===== config.mk =====
export PLATFORM = sky130hd
export DESIGN_NAME = pcm_slot_tx
export DESIGN_NICKNAME = d
export VERILOG_FILES = /design/src/rtl/pcm_slot_pkg.sv /design/src/rtl/pcm_frame_ctr.sv /design/src/rtl/pcm_word_hold.sv /design/src/rtl/pcm_bit_gen.sv /design/src/rtl/pcm_slot_tx.sv
export SDC_FILE = /design/constraint.sdc
export NUM_CORES = 1
export LEC_CHECK = 0
export CAP_MARGIN = 20
export CORE_UTILIZATION = 48
export CTS_BUF_LIST = sky130_fd_sc_hd__clkbuf_4
export CTS_CLUSTER_DIAMETER = 200
export DETAILED_ROUTE_END_ITERATION = 6
export PLACE_DENSITY = 0.85
export SLEW_MARGIN = 20
export SYNTH_ARGS = -nofsm -noshare
export SYNTH_HDL_FRONTEND = slang
export SYNTH_SLANG_ARGS = --single-unit

===== constraint.sdc =====
create_clock -name clk -period 3.62 [get_ports clk]
set_input_delay 0.724 -clock clk [delete_from_list [all_inputs] [get_ports clk]]
set_output_delay 0.724 -clock clk [all_outputs]
set_load 0.02 [all_outputs]

===== src/rtl/pcm_slot_pkg.sv =====
package pcm_slot_pkg;
  typedef enum logic {
    FS_PULSE = 1'b0,
    FS_LEVEL = 1'b1
  } fs_mode_e;
endpackage


===== src/rtl/pcm_frame_ctr.sv =====
// Bit position counter and per-frame configuration shadow.
module pcm_frame_ctr
  import pcm_slot_pkg::*;
#(
  parameter int CNT_W  = 10,
  parameter int WSEL_W = 5
) (
  input  logic                    clk,
  input  logic                    rst_n,
  input  logic                    tick_i,
  input  logic [CNT_W-1:0]        cfg_len_m1_i,
  input  fs_mode_e                cfg_mode_i,
  input  logic [1:0][CNT_W-1:0]   cfg_pos_i,
  input  logic [WSEL_W-1:0]       cfg_wm1_i,
  output logic                    start_o,
  output logic                    adv_o,
  output logic [CNT_W-1:0]        pos_o,
  output logic [CNT_W-1:0]        len_m1_o,
  output fs_mode_e                mode_o,
  output logic [1:0][CNT_W-1:0]   ch_pos_o,
  output logic [WSEL_W-1:0]       wm1_o
);

  logic                  run_q, run_d;
  logic [CNT_W-1:0]      cnt_q, cnt_d;
  logic [CNT_W-1:0]      len_q, len_d;
  fs_mode_e              mode_q, mode_d;
  logic [1:0][CNT_W-1:0] cpos_q, cpos_d;
  logic [WSEL_W-1:0]     wm1_q, wm1_d;
  logic                  adv_q;
  logic                  at_end;

  assign at_end  = (cnt_q == len_q);
  assign start_o = tick_i && (!run_q || at_end);

  always_comb begin
    run_d  = run_q;
    cnt_d  = cnt_q;
    len_d  = len_q;
    mode_d = mode_q;
    cpos_d = cpos_q;
    wm1_d  = wm1_q;
    if (start_o) begin
      run_d  = 1'b1;
      cnt_d  = '0;
      len_d  = cfg_len_m1_i;
      mode_d = cfg_mode_i;
      cpos_d = cfg_pos_i;
      wm1_d  = cfg_wm1_i;
    end else if (tick_i) begin
      cnt_d = cnt_q + 1'b1;
    end
  end

  always_ff @(posedge clk or negedge rst_n) begin
    if (!rst_n) begin
      run_q  <= 1'b0;
      cnt_q  <= '0;
      len_q  <= '0;
      mode_q <= FS_PULSE;
      cpos_q <= '0;
      wm1_q  <= '0;
      adv_q  <= 1'b0;
    end else begin
      adv_q <= tick_i;
      if (tick_i) begin
        run_q  <= run_d;
        cnt_q  <= cnt_d;
        len_q  <= len_d;
        mode_q <= mode_d;
        cpos_q <= cpos_d;
        wm1_q  <= wm1_d;
      end
    end
  end

  assign adv_o    = adv_q;
  assign pos_o    = cnt_q;
  assign len_m1_o = len_q;
  assign mode_o   = mode_q;
  assign ch_pos_o = cpos_q;
  assign wm1_o    = wm1_q;

endmodule


===== src/rtl/pcm_word_hold.sv =====
// Holds one channel's sample for the frame; zero when none was offered.
module pcm_word_hold #(
  parameter int DATA_W = 32
) (
  input  logic              clk,
  input  logic              rst_n,
  input  logic              load_i,
  input  logic              valid_i,
  input  logic [DATA_W-1:0] data_i,
  output logic [DATA_W-1:0] word_o,
  output logic              miss_o
);

  logic [DATA_W-1:0] word_q, word_d;

  assign miss_o = load_i && !valid_i;

  always_comb begin
    word_d = word_q;
    if (load_i) word_d = valid_i ? data_i : '0;
  end

  always_ff @(posedge clk or negedge rst_n) begin
    if (!rst_n) word_q <= '0;
    else if (load_i) word_q <= word_d;
  end

  assign word_o = word_q;

endmodule


===== src/rtl/pcm_bit_gen.sv =====
// Output stage: sync shape, window select with channel 0 priority.
module pcm_bit_gen
  import pcm_slot_pkg::*;
#(
  parameter int CNT_W  = 10,
  parameter int DATA_W = 32,
  parameter int WSEL_W = 5
) (
  input  logic                    clk,
  input  logic                    rst_n,
  input  logic                    adv_i,
  input  logic [CNT_W-1:0]        pos_i,
  input  logic [CNT_W-1:0]        len_m1_i,
  input  fs_mode_e                mode_i,
  input  logic [1:0][CNT_W-1:0]   ch_pos_i,
  input  logic [WSEL_W-1:0]       wm1_i,
  input  logic [1:0][DATA_W-1:0]  ch_word_i,
  output logic                    fsync_o,
  output logic                    sdata_o,
  output logic                    stb_o
);

  localparam int HW = CNT_W + 1;

  logic [1:0] hit;
  logic [1:0] bitv;
  logic [HW-1:0] half;
  logic fs_d, sd_d;
  logic fs_q, sd_q, stb_q;

  for (genvar g = 0; g < 2; g++) begin : g_win
    logic [CNT_W-1:0]  offs;
    logic [WSEL_W-1:0] idx;
    assign offs   = pos_i - ch_pos_i[g];
    assign hit[g] = (pos_i >= ch_pos_i[g]) && (offs <= CNT_W'(wm1_i));
    assign idx    = wm1_i - offs[WSEL_W-1:0];
    assign bitv[g] = ch_word_i[g][idx];
  end

  assign half = ({1'b0, len_m1_i} + HW'(2)) >> 1;

  always_comb begin
    if (mode_i == FS_PULSE) fs_d = (pos_i == '0);
    else                    fs_d = ({1'b0, pos_i} < half);
    if (hit[0])      sd_d = bitv[0];
    else if (hit[1]) sd_d = bitv[1];
    else             sd_d = 1'b0;
  end

  always_ff @(posedge clk or negedge rst_n) begin
    if (!rst_n) begin
      fs_q  <= 1'b0;
      sd_q  <= 1'b0;
      stb_q <= 1'b0;
    end else begin
      stb_q <= adv_i;
      if (adv_i) begin
        fs_q <= fs_d;
        sd_q <= sd_d;
      end
    end
  end

  assign fsync_o = fs_q;
  assign sdata_o = sd_q;
  assign stb_o   = stb_q;

endmodule


===== src/rtl/pcm_slot_tx.sv =====
module pcm_slot_tx
  import pcm_slot_pkg::*;
#(
  parameter int CNT_W  = 10,
  parameter int DATA_W = 32,
  localparam int WSEL_W = $clog2(DATA_W)
) (
  input  logic              clk,
  input  logic              rst_n,
  input  logic              bit_tick_i,
  input  logic [CNT_W-1:0]  cfg_len_m1_i,
  input  logic              cfg_mode_i,
  input  logic [CNT_W-1:0]  cfg_ch0_pos_i,
  input  logic [CNT_W-1:0]  cfg_ch1_pos_i,
  input  logic [WSEL_W-1:0] cfg_ch_wm1_i,
  input  logic [DATA_W-1:0] ch0_data_i,
  input  logic              ch0_valid_i,
  output logic              ch0_ready_o,
  input  logic [DATA_W-1:0] ch1_data_i,
  input  logic              ch1_valid_i,
  output logic              ch1_ready_o,
  output logic              fsync_o,
  output logic              sdata_o,
  output logic              bclk_stb_o,
  output logic              underrun_o
);

  logic                   frm_start, frm_adv;
  logic [CNT_W-1:0]       frm_pos, frm_len;
  fs_mode_e               frm_mode;
  logic [1:0][CNT_W-1:0]  frm_cpos;
  logic [WSEL_W-1:0]      frm_wm1;
  logic [1:0][DATA_W-1:0] in_data, words;
  logic [1:0]             in_valid, miss;
  logic                   urun_q, urun_d;

  assign in_data  = {ch1_data_i, ch0_data_i};
  assign in_valid = {ch1_valid_i, ch0_valid_i};

  pcm_frame_ctr #(.CNT_W(CNT_W), .WSEL_W(WSEL_W)) u_ctr (
    .clk          (clk),
    .rst_n        (rst_n),
    .tick_i       (bit_tick_i),
    .cfg_len_m1_i (cfg_len_m1_i),
    .cfg_mode_i   (fs_mode_e'(cfg_mode_i)),
    .cfg_pos_i    ({cfg_ch1_pos_i, cfg_ch0_pos_i}),
    .cfg_wm1_i    (cfg_ch_wm1_i),
    .start_o      (frm_start),
    .adv_o        (frm_adv),
    .pos_o        (frm_pos),
    .len_m1_o     (frm_len),
    .mode_o       (frm_mode),
    .ch_pos_o     (frm_cpos),
    .wm1_o        (frm_wm1)
  );

  for (genvar g = 0; g < 2; g++) begin : g_ch
    pcm_word_hold #(.DATA_W(DATA_W)) u_hold (
      .clk     (clk),
      .rst_n   (rst_n),
      .load_i  (frm_start),
      .valid_i (in_valid[g]),
      .data_i  (in_data[g]),
      .word_o  (words[g]),
      .miss_o  (miss[g])
    );
  end

  pcm_bit_gen #(.CNT_W(CNT_W), .DATA_W(DATA_W), .WSEL_W(WSEL_W)) u_gen (
    .clk       (clk),
    .rst_n     (rst_n),
    .adv_i     (frm_adv),
    .pos_i     (frm_pos),
    .len_m1_i  (frm_len),
    .mode_i    (frm_mode),
    .ch_pos_i  (frm_cpos),
    .wm1_i     (frm_wm1),
    .ch_word_i (words),
    .fsync_o   (fsync_o),
    .sdata_o   (sdata_o),
    .stb_o     (bclk_stb_o)
  );

  assign urun_d = urun_q | (|miss);

  always_ff @(posedge clk or negedge rst_n) begin
    if (!rst_n) urun_q <= 1'b0;
    else        urun_q <= urun_d;
  end

  assign underrun_o  = urun_q;
  assign ch0_ready_o = frm_start;
  assign ch1_ready_o = frm_start;

endmodule


==> qor.csv <==
stage,metric,value,unit
synthesis,"top cells by area, synth","dfrtp_1 (42%), nand2_1 (11%), ha_1 (9.0%)",
global_route,initial antenna violation count,0,
synthesis,post-synth top area share,41.74,%
final_layout,nets,1030,
floorplan,I/O pin cnt,111,
critical_path,crit start category,register,
clocking,TritonCTS Sinks,116,
power_and_ir_drop,leakage power,4.124,nW
floorplan,core area,13990,sq um
sta,maximum clock frequency,0.2911,GHz
global_route,first-pass GRT wire length,26.61,mm
synthesis,Synth Cell Area,6954,sq um
placement,routability cong.,0.8500,
floorplan,initial core utilization,49.71,%
floorplan,Die Width,122.4,um
sta,Final Hold Fails,0,
synthesis,Yosys warnings,0,
critical_path,Critical Path Fanout Max,8,
clocking,clk root buf,clkbuf_4,
critical_path,crit path kind,register to register,
routing,total wire length,15.48,mm
status,status,completed,
clocking,clk buf depth,2,
final_layout,"commonest cells after routing, fill and taps aside","nand2_1 (208), dfrtp_1 (112), clkdlybuf4s50_1 (106)",
synthesis,mean area per synthesized cell,9.008,sq um
final_layout,post-layout util,60.48,%
sta,sum of negative setup slack,0,ps
routing,Remaining DRCs,0,
clocking,CTS buffer count,17,
placement,Final HPWL DP,11.37,mm
final_layout,"commonest non-fill, non-tap cell in the layout",nand2_1,
synthesis,Yosys cell types,53,
final_layout,Layout area overhead,21.66,%
sta,post-layout min period,3435,ps
sta,max-slew violations,0,
critical_path,"Arr. time, crit path",3920,ps
placement,Inst Count DP,1032,
floorplan,Rows,43,
routing,initial DRC count,448,
sta,Slew HR,28.73,%
clocking,Worst-Skew Late Latency,570,ps
placement,dpl ws,212.7,ps
synthesis,sequential share of the synthesized area,41.74,%
sta,final setup violation count,0,
global_route,largest net degree at the start of global routing,78,
power_and_ir_drop,VDD IR max,0.0004808,V
clocking,H-Tree Depth,4,
critical_path,Worst Path Required,4110,ps
global_route,grt total ovfl,0,
synthesis,cell taking the most area after synthesis,dfrtp_1,
final_layout,share of cells above drive strength 1,8.145,%
synthesis,Main synth FF type,dfrtp_1,
sta,final worst slack,184.9,ps
routing,router iterations before antenna repair,4,
synthesis,Post-synth EDFFs,0,
floorplan,die area,14970,sq um
global_route,vias in the first global route,5561,
routing,wire per inst,14.53,um
global_route,GRT Overall Usage,22.89,%
routing,Vias,5650,
sta,final cycle utilization of the critical path,94.89,%
power_and_ir_drop,Power Dens Cells,930.6,nW/um^2
sta,RSZ-0062 raised after global routing,no,
placement,PortBufs,110,
synthesis,Synth Instances,772,
clocking,CTS tree,done,
routing,vias per cell,5.305,
sta,Worst-Margin Slew,1066,ps
floorplan,die height,122.4,um
critical_path,CP Capture Type,register,
synthesis,async set-reset flop share out of synthesis,100.0,%
synthesis,#FFs+latches synth,116,
routing,Final ANT Viol Nets,0,
sta,Clock Skews,25.10,ps
clocking,clock transition at the registers of the reported paths,120,ps
clocking,post-CTS setup buffer count,0,
worst_hold_path,Hold/Removal Path Class,primary input to async pin,
final_layout,Layout Cells excl Fill,1065,
job,max-capacitance violation count,0,
synthesis,Mapped Nets,931,
[synthesized netlist by cell type (2+ instances only)]
cell       instances
nor2_1            18
o2111ai_1          6
buf_1              2
or2_2              3
xor2_1            18
xnor2_1           19
dfrtp_1          116
nand3b_1           5
buf_4             10
nor3_1             5
mux4_2            16
ha_1              50
o211ai_1           2
o31ai_1            3
inv_1             49
o21ai_1           14
buf_2              8
nor4_1             2
o22ai_1            4
clkbuf_1          18
nand2_1          208
fa_1               4
and3_1             3
nand4_1            4
a21oi_1           19
nand2b_1           7
nor2b_1            5
mux2i_1           11
o21a_1             3
o21ai_0           24
a311oi_1           2
a31oi_1            6
nor3b_1            3
nand3_1           84
a21o_1             3
[final timing paths]
path / cells after the start / slack, ps / start / end
min reg2reg: 1 / 470 / underrun_o / underrun_o
min: 1 / 200 / rst_n / u_ctr.len_m1_o[9]
max: 11 / 180 / u_ctr.pos_o[0] / u_gen.sdata_o
max in group asynchronous: 2 / 2630 / rst_n / u_ctr.wm1_o[2]
max reg2reg: 11 / 180 / u_ctr.pos_o[0] / u_gen.sdata_o
min in group clk: 1 / 470 / underrun_o / underrun_o
[stage by stage]
step	total power, mW	area (sq um)	hold WS [ps]
3_3_place_gp	6.683	8159	436.5
2_1_floorplan	5.771	6954	425.2
6_report	7.873	8461	199.6
3_5_place_dp	6.833	8159	445.4
4_1_cts	7.866	8451	177.0
5_1_grt	8.584	8458	230.4
[worst max-delay path: stages (launching register included)]
cell      delay [ps]
dfrtp_1          400
inv_1            150
ha_1             190
inv_1             50
fa_1             510
fa_1             760
mux4_2           270
mux2i_1           90
a311oi_1         280
nand4_1          110
or4_1            420
o21ai_1          130
[layout make-up]
| type | count | area, sq um |
|---|---|---|
| antenna | 1 | 2.502 |
| clock buffer | 20 | 150.1 |
| clock inverter | 12 | 137.6 |
| fill | 1233 | 5528 |
| inverter | 50 | 190.2 |
| multi-input combinational | 567 | 3669 |
| sequential | 116 | 2908 |
| tap | 180 | 225.2 |
| timing repair buffer | 119 | 1179 |
[state kept, by name, indices dropped and copies added (netlist names)]
register	cells
u_ctr.run_q	1
u_gen.fsync_o	1
underrun_o	1
u_ctr.wm1_o	5
u_ctr.mode_o	1
u_ctr.pos_o	10
u_gen.sdata_o	1
u_gen.stb_o	1
u_ctr.len_m1_o	10
g_ch.u_hold.word_o	64
u_ctr.ch_pos_o	20
u_ctr.adv_o	1
[what timing repair did]
item | in CTS | in global routing
hold endpoints to repair | 0 | 0
resized for setup | 3 | 5
endpoints found under the setup margin | 2 | 3
hold buffers | 0 | 0
[power breakdown]
group          leakage, nW  switching, mW  internal (mW)
logic                 2.49           2.55           2.28
registers             1.48          0.336           1.71
clock network        0.157          0.500          0.490
[routing by layer]
metal / global-route usage (%) / wire (um)
met5: 0 / 0
met4: 8.765 / 286
met3: 4.693 / 670
met2: 35.29 / 7122
met1: 31.72 / 7398
[logic make-up (layout without fill, tap and decap cells)]
kind of cell,count (synthesis),after routing,share of synthesized area [%]
adder cells (fa/ha/maj),54,54,10.15
other,0,1,0
multiplexers,28,28,6.927
AND/OR/NAND/NOR,354,354,22.40
flip-flops,116,116,41.74
buffers and inverters,89,201,5.595
AO/OA/AOI/OAI,93,93,8.295
XOR/XNOR,38,38,4.894
Power figures use the tool's default switching activity.
